==> src/rtl/conv_trig_pkg.sv <==
// Package: shared widths, select-code type and decode helpers for the
// conversion start selector. Assumes bit 0 of the code enables the pin
// and bit 1 enables the timer.
package conv_trig_pkg;

    localparam int SEL_W = 2;

    typedef enum logic [SEL_W-1:0] {
        SRC_SW_ONLY = 2'b00,
        SRC_PIN     = 2'b01,
        SRC_TIMER   = 2'b10,
        SRC_ALL     = 2'b11
    } src_sel_e;

    localparam int PIN_BIT   = 0;
    localparam int TIMER_BIT = 1;

    function automatic logic pin_enabled(input logic [SEL_W-1:0] code);
        return code[PIN_BIT];
    endfunction

    function automatic logic timer_enabled(input logic [SEL_W-1:0] code);
        return code[TIMER_BIT];
    endfunction

endpackage

==> src/rtl/cts_sync.sv <==
// Module: multi-stage synchronizer for one asynchronous input bit.
// Assumes the destination clock domain is clk. Every stage resets to
// RESET_VAL so that no false edge appears after reset.
module cts_sync #(
    parameter int   STAGES    = 2,
    parameter logic RESET_VAL = 1'b1
) (
    input  logic clk,
    input  logic rst_n,
    input  logic async_i,
    output logic sync_o
);

    logic [STAGES-1:0] chain_q;

    // Shift the asynchronous bit through the stage chain.
    always_ff @(posedge clk) begin
        if (!rst_n) begin
            chain_q <= {STAGES{RESET_VAL}};
        end else begin
            chain_q <= {chain_q[STAGES-2:0], async_i};
        end
    end

    assign sync_o = chain_q[STAGES-1];

    // The output may change only by taking over the value of the stage before it.
    assert_sync_shift_R4: assert property (@(posedge clk) disable iff (!rst_n)
        $past(rst_n) |-> (sync_o == $past(chain_q[STAGES-2])));

endmodule

==> src/rtl/cts_gated_edge.sv <==
// Module: gates one synchronous source by an enable and detects its
// active edge. When disabled, the source is forced to its idle level
// before the history flop. Enabling a source that is already at its
// active level therefore shows up as an edge.
// Assumes src_i is synchronous to clk.
module cts_gated_edge #(
    parameter bit ACTIVE_HIGH = 1'b1
) (
    input  logic clk,
    input  logic rst_n,
    input  logic src_i,
    input  logic enable_i,
    output logic edge_o
);

    localparam logic IDLE_LVL = ACTIVE_HIGH ? 1'b0 : 1'b1;

    logic gated;
    logic prev_q;

    // Force a deselected source to its idle level.
    always_comb begin
        gated = enable_i ? src_i : IDLE_LVL;
    end

    // Remember the gated level of the previous cycle.
    always_ff @(posedge clk) begin
        if (!rst_n) begin
            prev_q <= IDLE_LVL;
        end else begin
            prev_q <= gated;
        end
    end

    generate
        if (ACTIVE_HIGH) begin : g_rise
            assign edge_o = gated & ~prev_q;
        end else begin : g_fall
            assign edge_o = ~gated & prev_q;
        end
    endgenerate

    // A disabled source can never report an edge.
    assert_disabled_quiet_R3: assert property (@(posedge clk) disable iff (!rst_n)
        !enable_i |-> !edge_o);

    // An edge cannot repeat in the next cycle while the source is unchanged.
    assert_edge_once_R10: assert property (@(posedge clk) disable iff (!rst_n)
        (edge_o && enable_i) |=> (!edge_o || !$stable(src_i) || !$stable(enable_i)));

endmodule

==> src/rtl/cts_sel_reg.sv <==
// Module: holds the source-select field. Provides a write-through view,
// so that the value being written is used by the gating in the same cycle.
// Assumes the write strobe is synchronous to clk.
module cts_sel_reg
    import conv_trig_pkg::*;
(
    input  logic             clk,
    input  logic             rst_n,
    input  logic             we_i,
    input  logic [SEL_W-1:0] wdata_i,
    output logic [SEL_W-1:0] stored_o,
    output logic [SEL_W-1:0] effective_o
);

    src_sel_e sel_q;

    // Store a new select value on a write; reset selects software only.
    always_ff @(posedge clk) begin
        if (!rst_n) begin
            sel_q <= SRC_SW_ONLY;
        end else if (we_i) begin
            sel_q <= src_sel_e'(wdata_i);
        end
    end

    // Present the written value in the write cycle itself.
    always_comb begin
        effective_o = we_i ? wdata_i : sel_q;
    end

    assign stored_o = sel_q;

    // Without a write the stored field holds.
    assert_sel_hold_R6: assert property (@(posedge clk) disable iff (!rst_n)
        (!we_i && $past(rst_n)) |=> $stable(stored_o));

    // A write is stored at the edge.
    assert_sel_store_R6: assert property (@(posedge clk) disable iff (!rst_n)
        we_i |=> (stored_o == $past(wdata_i)));

endmodule

==> src/rtl/cts_start_gen.sv <==
// Module: merges the software strobe and the hardware edges into one
// registered start pulse. Drops requests while busy and never issues
// two pulses in a row. Assumes all request inputs are synchronous to clk.
module cts_start_gen #(
    parameter int N_REQ = 3
) (
    input  logic             clk,
    input  logic             rst_n,
    input  logic [N_REQ-1:0] req_i,
    input  logic             busy_i,
    output logic             start_o
);

    logic any_req;
    logic start_q;

    // Any enabled source asks for a start; the first one to arrive wins.
    always_comb begin
        any_req = |req_i;
    end

    // Register the start pulse, suppressed while busy or right after a pulse.
    always_ff @(posedge clk) begin
        if (!rst_n) begin
            start_q <= 1'b0;
        end else begin
            start_q <= any_req & ~busy_i & ~start_q;
        end
    end

    assign start_o = start_q;

    // The start pulse is exactly one cycle wide.
    assert_single_cycle_R8: assert property (@(posedge clk) disable iff (!rst_n)
        start_o |=> !start_o);

    // A busy cycle never leads to a start.
    assert_busy_blocks_R9: assert property (@(posedge clk) disable iff (!rst_n)
        busy_i |=> !start_o);

    // Each start has a request behind it.
    assert_start_has_cause_R2: assert property (@(posedge clk) disable iff (!rst_n)
        (start_o && $past(rst_n)) |-> $past(any_req));

endmodule

==> src/rtl/conv_start_sel.sv <==
// Module: top level of the conversion start selector. Synchronizes the
// external pin, gates the pin and the timer by the select field, detects
// their edges and produces a one-cycle start request.
// Assumes timer_i and busy_i are synchronous to clk. ext_trig_n_i may be
// asynchronous.
module conv_start_sel
    import conv_trig_pkg::*;
#(
    parameter int SYNC_STAGES = 2
) (
    input  logic             clk,
    input  logic             rst_n,
    input  logic             sw_start_i,
    input  logic             ext_trig_n_i,
    input  logic             timer_i,
    input  logic             sel_we_i,
    input  logic [SEL_W-1:0] sel_wdata_i,
    input  logic             busy_i,
    output logic [SEL_W-1:0] sel_o,
    output logic             start_o
);

    localparam int N_REQ = 3;

    logic [SEL_W-1:0] sel_eff;
    logic             pin_sync;
    logic             pin_fall;
    logic             tmr_rise;
    logic [N_REQ-1:0] req_vec;

    cts_sel_reg u_sel (
        .clk         (clk),
        .rst_n       (rst_n),
        .we_i        (sel_we_i),
        .wdata_i     (sel_wdata_i),
        .stored_o    (sel_o),
        .effective_o (sel_eff)
    );

    cts_sync #(
        .STAGES    (SYNC_STAGES),
        .RESET_VAL (1'b1)
    ) u_pin_sync (
        .clk     (clk),
        .rst_n   (rst_n),
        .async_i (ext_trig_n_i),
        .sync_o  (pin_sync)
    );

    cts_gated_edge #(.ACTIVE_HIGH(1'b0)) u_pin_edge (
        .clk      (clk),
        .rst_n    (rst_n),
        .src_i    (pin_sync),
        .enable_i (pin_enabled(sel_eff)),
        .edge_o   (pin_fall)
    );

    cts_gated_edge #(.ACTIVE_HIGH(1'b1)) u_tmr_edge (
        .clk      (clk),
        .rst_n    (rst_n),
        .src_i    (timer_i),
        .enable_i (timer_enabled(sel_eff)),
        .edge_o   (tmr_rise)
    );

    // Collect the request from every source.
    always_comb begin
        req_vec = {tmr_rise, pin_fall, sw_start_i};
    end

    cts_start_gen #(.N_REQ(N_REQ)) u_gen (
        .clk     (clk),
        .rst_n   (rst_n),
        .req_i   (req_vec),
        .busy_i  (busy_i),
        .start_o (start_o)
    );

    // With software-only selected, hardware sources alone cause no start.
    assert_sw_only_R3: assert property (@(posedge clk) disable iff (!rst_n)
        (sel_eff == SRC_SW_ONLY && !sw_start_i) |=> !start_o);

    // A software strobe while idle always gives a start unless a pulse is in flight.
    assert_sw_start_R2: assert property (@(posedge clk) disable iff (!rst_n)
        (sw_start_i && !busy_i && !start_o) |=> start_o);

endmodule

==> config.mk <==
export PLATFORM = sky130hd
export DESIGN_NAME = conv_start_sel
export DESIGN_NICKNAME = d
export VERILOG_FILES = /design/src/rtl/conv_trig_pkg.sv /design/src/rtl/cts_sync.sv /design/src/rtl/cts_gated_edge.sv /design/src/rtl/cts_sel_reg.sv /design/src/rtl/cts_start_gen.sv /design/src/rtl/conv_start_sel.sv
export SDC_FILE = /design/constraint.sdc
export NUM_CORES = 1
export LEC_CHECK = 0
export BUFFER_PORTS_ARGS = -buffer_cell sky130_fd_sc_hd__buf_2
export CORE_AREA = 5 5 42 44
export DETAILED_ROUTE_END_ITERATION = 8
export DIE_AREA = 0 0 47 49
export GPL_ROUTABILITY_DRIVEN = 1
export HOLD_SLACK_MARGIN = 0.06
export PLACE_DENSITY = 0.45
export REMOVE_ABC_BUFFERS = 1
export SYNTH_ARGS = -nofsm -noshare
export SYNTH_HDL_FRONTEND = slang
export SYNTH_SLANG_ARGS = --single-unit
==> constraint.sdc <==
create_clock -name clk -period 1.21 [get_ports clk]
set_clock_uncertainty 0.05 [all_clocks]
set_input_delay 0.242 -clock clk [delete_from_list [all_inputs] [get_ports clk]]
set_output_delay 0.242 -clock clk [all_outputs]
set_load 0.02 [all_outputs]
## Yosys cells after proc, flatten, opt, wreduce, memory -nomap -nowiden

Cells that the tools add are included.

- Register bits: 7
- Bits of input ports: 9
- Output and inout bits: 3
- Word-level logic and storage cells: 17

- Multiplexer cells: 3
- Bitwise logic cells: 8
- Reductions and logical operators: 1

Operator list:

| operator | number |
|---|---|
| $and 1x1->1 | 4 |
| $not 1->1 | 4 |
| $reduce_or 3->1 | 1 |
| $mux 1 | 2 |
| $mux 2 | 1 |

## Logic depth before layout (Yosys ltp)

- Word-level depth: 7
- Gate-level depth with buffers: 3
- Mapped depth without buffers: 3

## By module

A second synthesis with hierarchy kept.

- Cells, all modules: 19
- Area, all modules: 249.0 sq um

By module, submodules not included:

| module | instances | cells an instance | area an instance (sq um) | seq. area each (sq um) |
|---|---|---|---|---|
| cts_sel_reg | 1 | 6 | 85.1 | 40.0 |
| cts_sync | 1 | 4 | 52.6 | 40.0 |
| cts_start_gen | 1 | 3 | 40.0 | 20.0 |
| cts_gated_edge (u_pin_edge) | 1 | 3 | 36.3 | 20.0 |
| cts_gated_edge (u_tmr_edge) | 1 | 3 | 35.0 | 20.0 |

## Worst setup path after synthesis

No wires, ideal clock.

- Path kind: reg-to-reg
- From: register u_sel.sel_q[0], in the netlist u_sel.stored_o[0]
- To: register u_gen.start_q, in the netlist u_gen.start_o
- Library setup time: 120 ps
- Data arrival time: 846 ps
- Data required time: 1040 ps
- Setup slack: 194 ps
- Stages on the path, launching flop included: 4
- Path buffers: 0
- Period minus slack after synthesis: 1016 ps
- Cells stage by stage: dfxtp_1 mux2i_1 nor3b_1 o31a_1

- Word-level cells in the longest chain between the ends: 7

RTL lines:

| element | RTL line | RTL |
|---|---|---|
| from (decl) | cts_sel_reg.sv:15 | `src_sel_e sel_q;` |
| from (signal assigned) | cts_sel_reg.sv:22 | `sel_q <= src_sel_e'(wdata_i);` |
| $mux 2 | cts_sel_reg.sv:28 | `effective_o = we_i ? wdata_i : sel_q;` |
| $mux 1 | cts_gated_edge.sv:23 | `gated = enable_i ? src_i : IDLE_LVL;` |
| $not 1->1 | cts_gated_edge.sv:39 | `assign edge_o = ~gated & prev_q;` |
| $and 1x1->1 | cts_gated_edge.sv:39 |  |
| $reduce_or 3->1 | cts_start_gen.sv:19 | `any_req = \|req_i;` |
| $and 1x1->1 (2 in series) | cts_start_gen.sv:27 | `start_q <= any_req & ~busy_i & ~start_q;` |
| to (signal assigned) | cts_start_gen.sv:27 |  |
| to (decl) | cts_start_gen.sv:15 | `logic start_q;` |

Every way passes these cells.
A chain may end at the register's enable or synchronous reset.

## Worst setup path in the final report

- From: register u_sel.sel_q[1], in the netlist u_sel.stored_o[1]
- To: output port sel_o[1]

RTL lines:

| element | RTL line | RTL |
|---|---|---|
| to (decl) | conv_start_sel.sv:19 | `output logic [SEL_W-1:0] sel_o,` |

No word-level cell between the ends.

==> results.py <==
metrics = {
    "run_status": {
        "status": "finished, final reports clean",
    },
    "cells_and_area": {
        "syn_to_final_growth_pct": 44.3,
        "final_cells": 50,
        "nNetsFinal": 44,
        "post-route-util": 0.236,
        "drive_gt1_frac": 0.412,
        "n_antenna_cell": 0,
        "stdcell_area_um2": 330,
    },
    "cts": {
        "h-tree-depth": 1,
        "cts_setup_buffers": 0,
        "insertion_delay_ps": 240,
        "clock_sink_count": 7,
        "clk_pin_slew_ps": 50,
        "cts_tree": "built",
        "cts.repair.resized": 0,
        "cts_root_buf": "clkbuf_4",
        "hold_buffers": 0,
        "cts_max_path_buffers": 2,
        "cts-buffers-inserted": 3,
    },
    "placed_design": {
        "dpl_cell_area_um2": 304,
        "port_buffers": 11,
        "gp_congestion": 0.597,
        "place_ws_ps": 93.7,
        "place_inst": 46,
    },
    "setup_path": {
        "critical_path.cell_chain": "buf_2",
        "crit_fanout": 2,
        "arrival_ps": 730,
        "path_buf_inv": 1,
        "endpoint_kind": "output pin",
        "r2r_cells": 3,
        "r2r_start": "u_sel.stored_o[0]",
        "cp.required_ps": 920,
        "timing_worst_setup_path_type": "flop to output pin",
        "path_delay_family": "flip-flops",
        "cp_slowest_cell": "dfxtp_1",
        "r2r-end": "u_gen.start_o",
        "reg2reg_slack_ps": 230,
        "cpPeakStageDelay_ps": 320,
        "crit_path_start_kind": "flop",
    },
    "yosys": {
        "ys_types": 7,
        "synth_cells": 19,
        "syn_avg_cell_area_um2": 12.1,
        "synth-seq-cells": 7,
        "ys_warn_count": 0,
        "ys_seq_area_frac": 0.612,
        "synth_area_um2": 229,
    },
    "routing": {
        "routedWlPerCell_um": 8.98,
        "drt_pass1_iterations": 2,
        "first_iter_violations": 2,
        "via_count": 185,
        "post-route-drc-count": 0,
        "ant_nets": 0,
        "vias_per_cell": 3.70,
        "drt_wl_total_um": 449,
    },
    "grt": {
        "grt_antenna_before_repair": 0,
        "grt_pass1_wl_um": 690,
        "grt_pass1_vias": 175,
        "grt_max_degree": 6,
        "grt_overflow_total": 0,
        "grt_usage": 0.0501,
    },
    "floorplanning": {
        "die_y_um": 49,
        "core.rowCount": 14,
        "io_pins": 12,
        "die_x_um": 47,
        "initial_core_util": 0.163,
        "dieArea_mm2": 0.00230,
        "coreArea_mm2": 0.00140,
    },
    "sta": {
        "maxSlewViolCount": 0,
        "fmax_mhz": 978,
        "period_share": 0.845,
        "fin_tns_setup_ps": 0,
        "hold_viol": 0,
        "final.min_clock_period_ps": 1020,
        "rsz0062_at_grt": "no",
        "whs_ps": 126,
        "relSlewSlack": 0.866,
        "finalWorstSetupSlack_ps": 188,
        "worst_slew_pin_slew_ps": 196,
        "finalSetupViolations": 0,
    },
    "min_path": {
        "min-delay-start": "ext_trig_n_i",
        "whs_path_depth": 2,
        "hold_path_class": "input port to flop",
        "hold-path-endpoint": "u_pin_sync.chain_q[0]",
    },
    "power": {
        "powerDensity_mw_per_mm2": 1500,
        "power_mw": 0.496,
        "ir_drop_v": 0.000509,
        "p_leak_nw": 0.149,
    },
    "flow_run": {
        "cap_violations": 0,
    },
}
power by group:
group / internal, mW / switching [mW] / total [mW]
Clock: 0.125 / 0.0795 / 0.205
Combinational: 0.0239 / 0.0220 / 0.0459
Sequential: 0.242 / 0.00374 / 0.245
area by class of cell:
type,count,area (µm²)
clock buffers,4,26.3
flip-flops and latches,7,140
multi-input cells,12,88.8
repair buffers,11,55.1
well taps,16,20.0
fillers,166,1070
registers in the layout, indices dropped and copies added (netlist names):
signal,flops
u_pin_sync.chain_q,2
u_tmr_edge.prev_q,1
u_pin_edge.prev_q,1
u_sel.stored_o,2
u_gen.start_o,1
layout by cell type, fill, tap and decap left out, drive strengths merged:
cell type	instances
buf	11
dfxtp	7
clkbuf	4
nor3b	3
nand2b	3
mux2i	2
nor2b	2
and2	1
o31a	1
synth_stat cells, drive strengths merged:
cell    count  area share
dfxtp       7        0.61
mux2i       2       0.087
o31a        1       0.038
nand2b      3       0.082
nor2b       2       0.055
and2        1       0.027
nor3b       3       0.098
metal layers:
layer	part of all wire	routed length, µm	vias to the layer above	global-route usage
met4	0.022	10	0	0.0553
met1	0.43	192	80	0.0442
met2	0.41	185	8	0.0543
met5	0	0	-	0
met3	0.13	60	2	0.0554
li1	-	-	95	-
worst max-delay path by stage:
stage,start,end,cells after the start
after floorplan,u_sel.stored_o[0],u_gen.start_o,3
after global placement,sel_we_i,u_gen.start_o,4
after detailed placement,sel_we_i,u_gen.start_o,4
after CTS,u_sel.stored_o[1],sel_o[1],1
after global routing,u_sel.stored_o[0],u_gen.start_o,3
final,u_sel.stored_o[1],sel_o[1],1
logic make-up after synthesis:
kind of cell,Yosys count,share of synthesized area
AO/OA/AOI/OAI,1,0.0383
AND/OR/NAND/NOR,9,0.262
multiplexers,2,0.0874
flip-flops,7,0.612
Power figures use the tool's default switching activity.
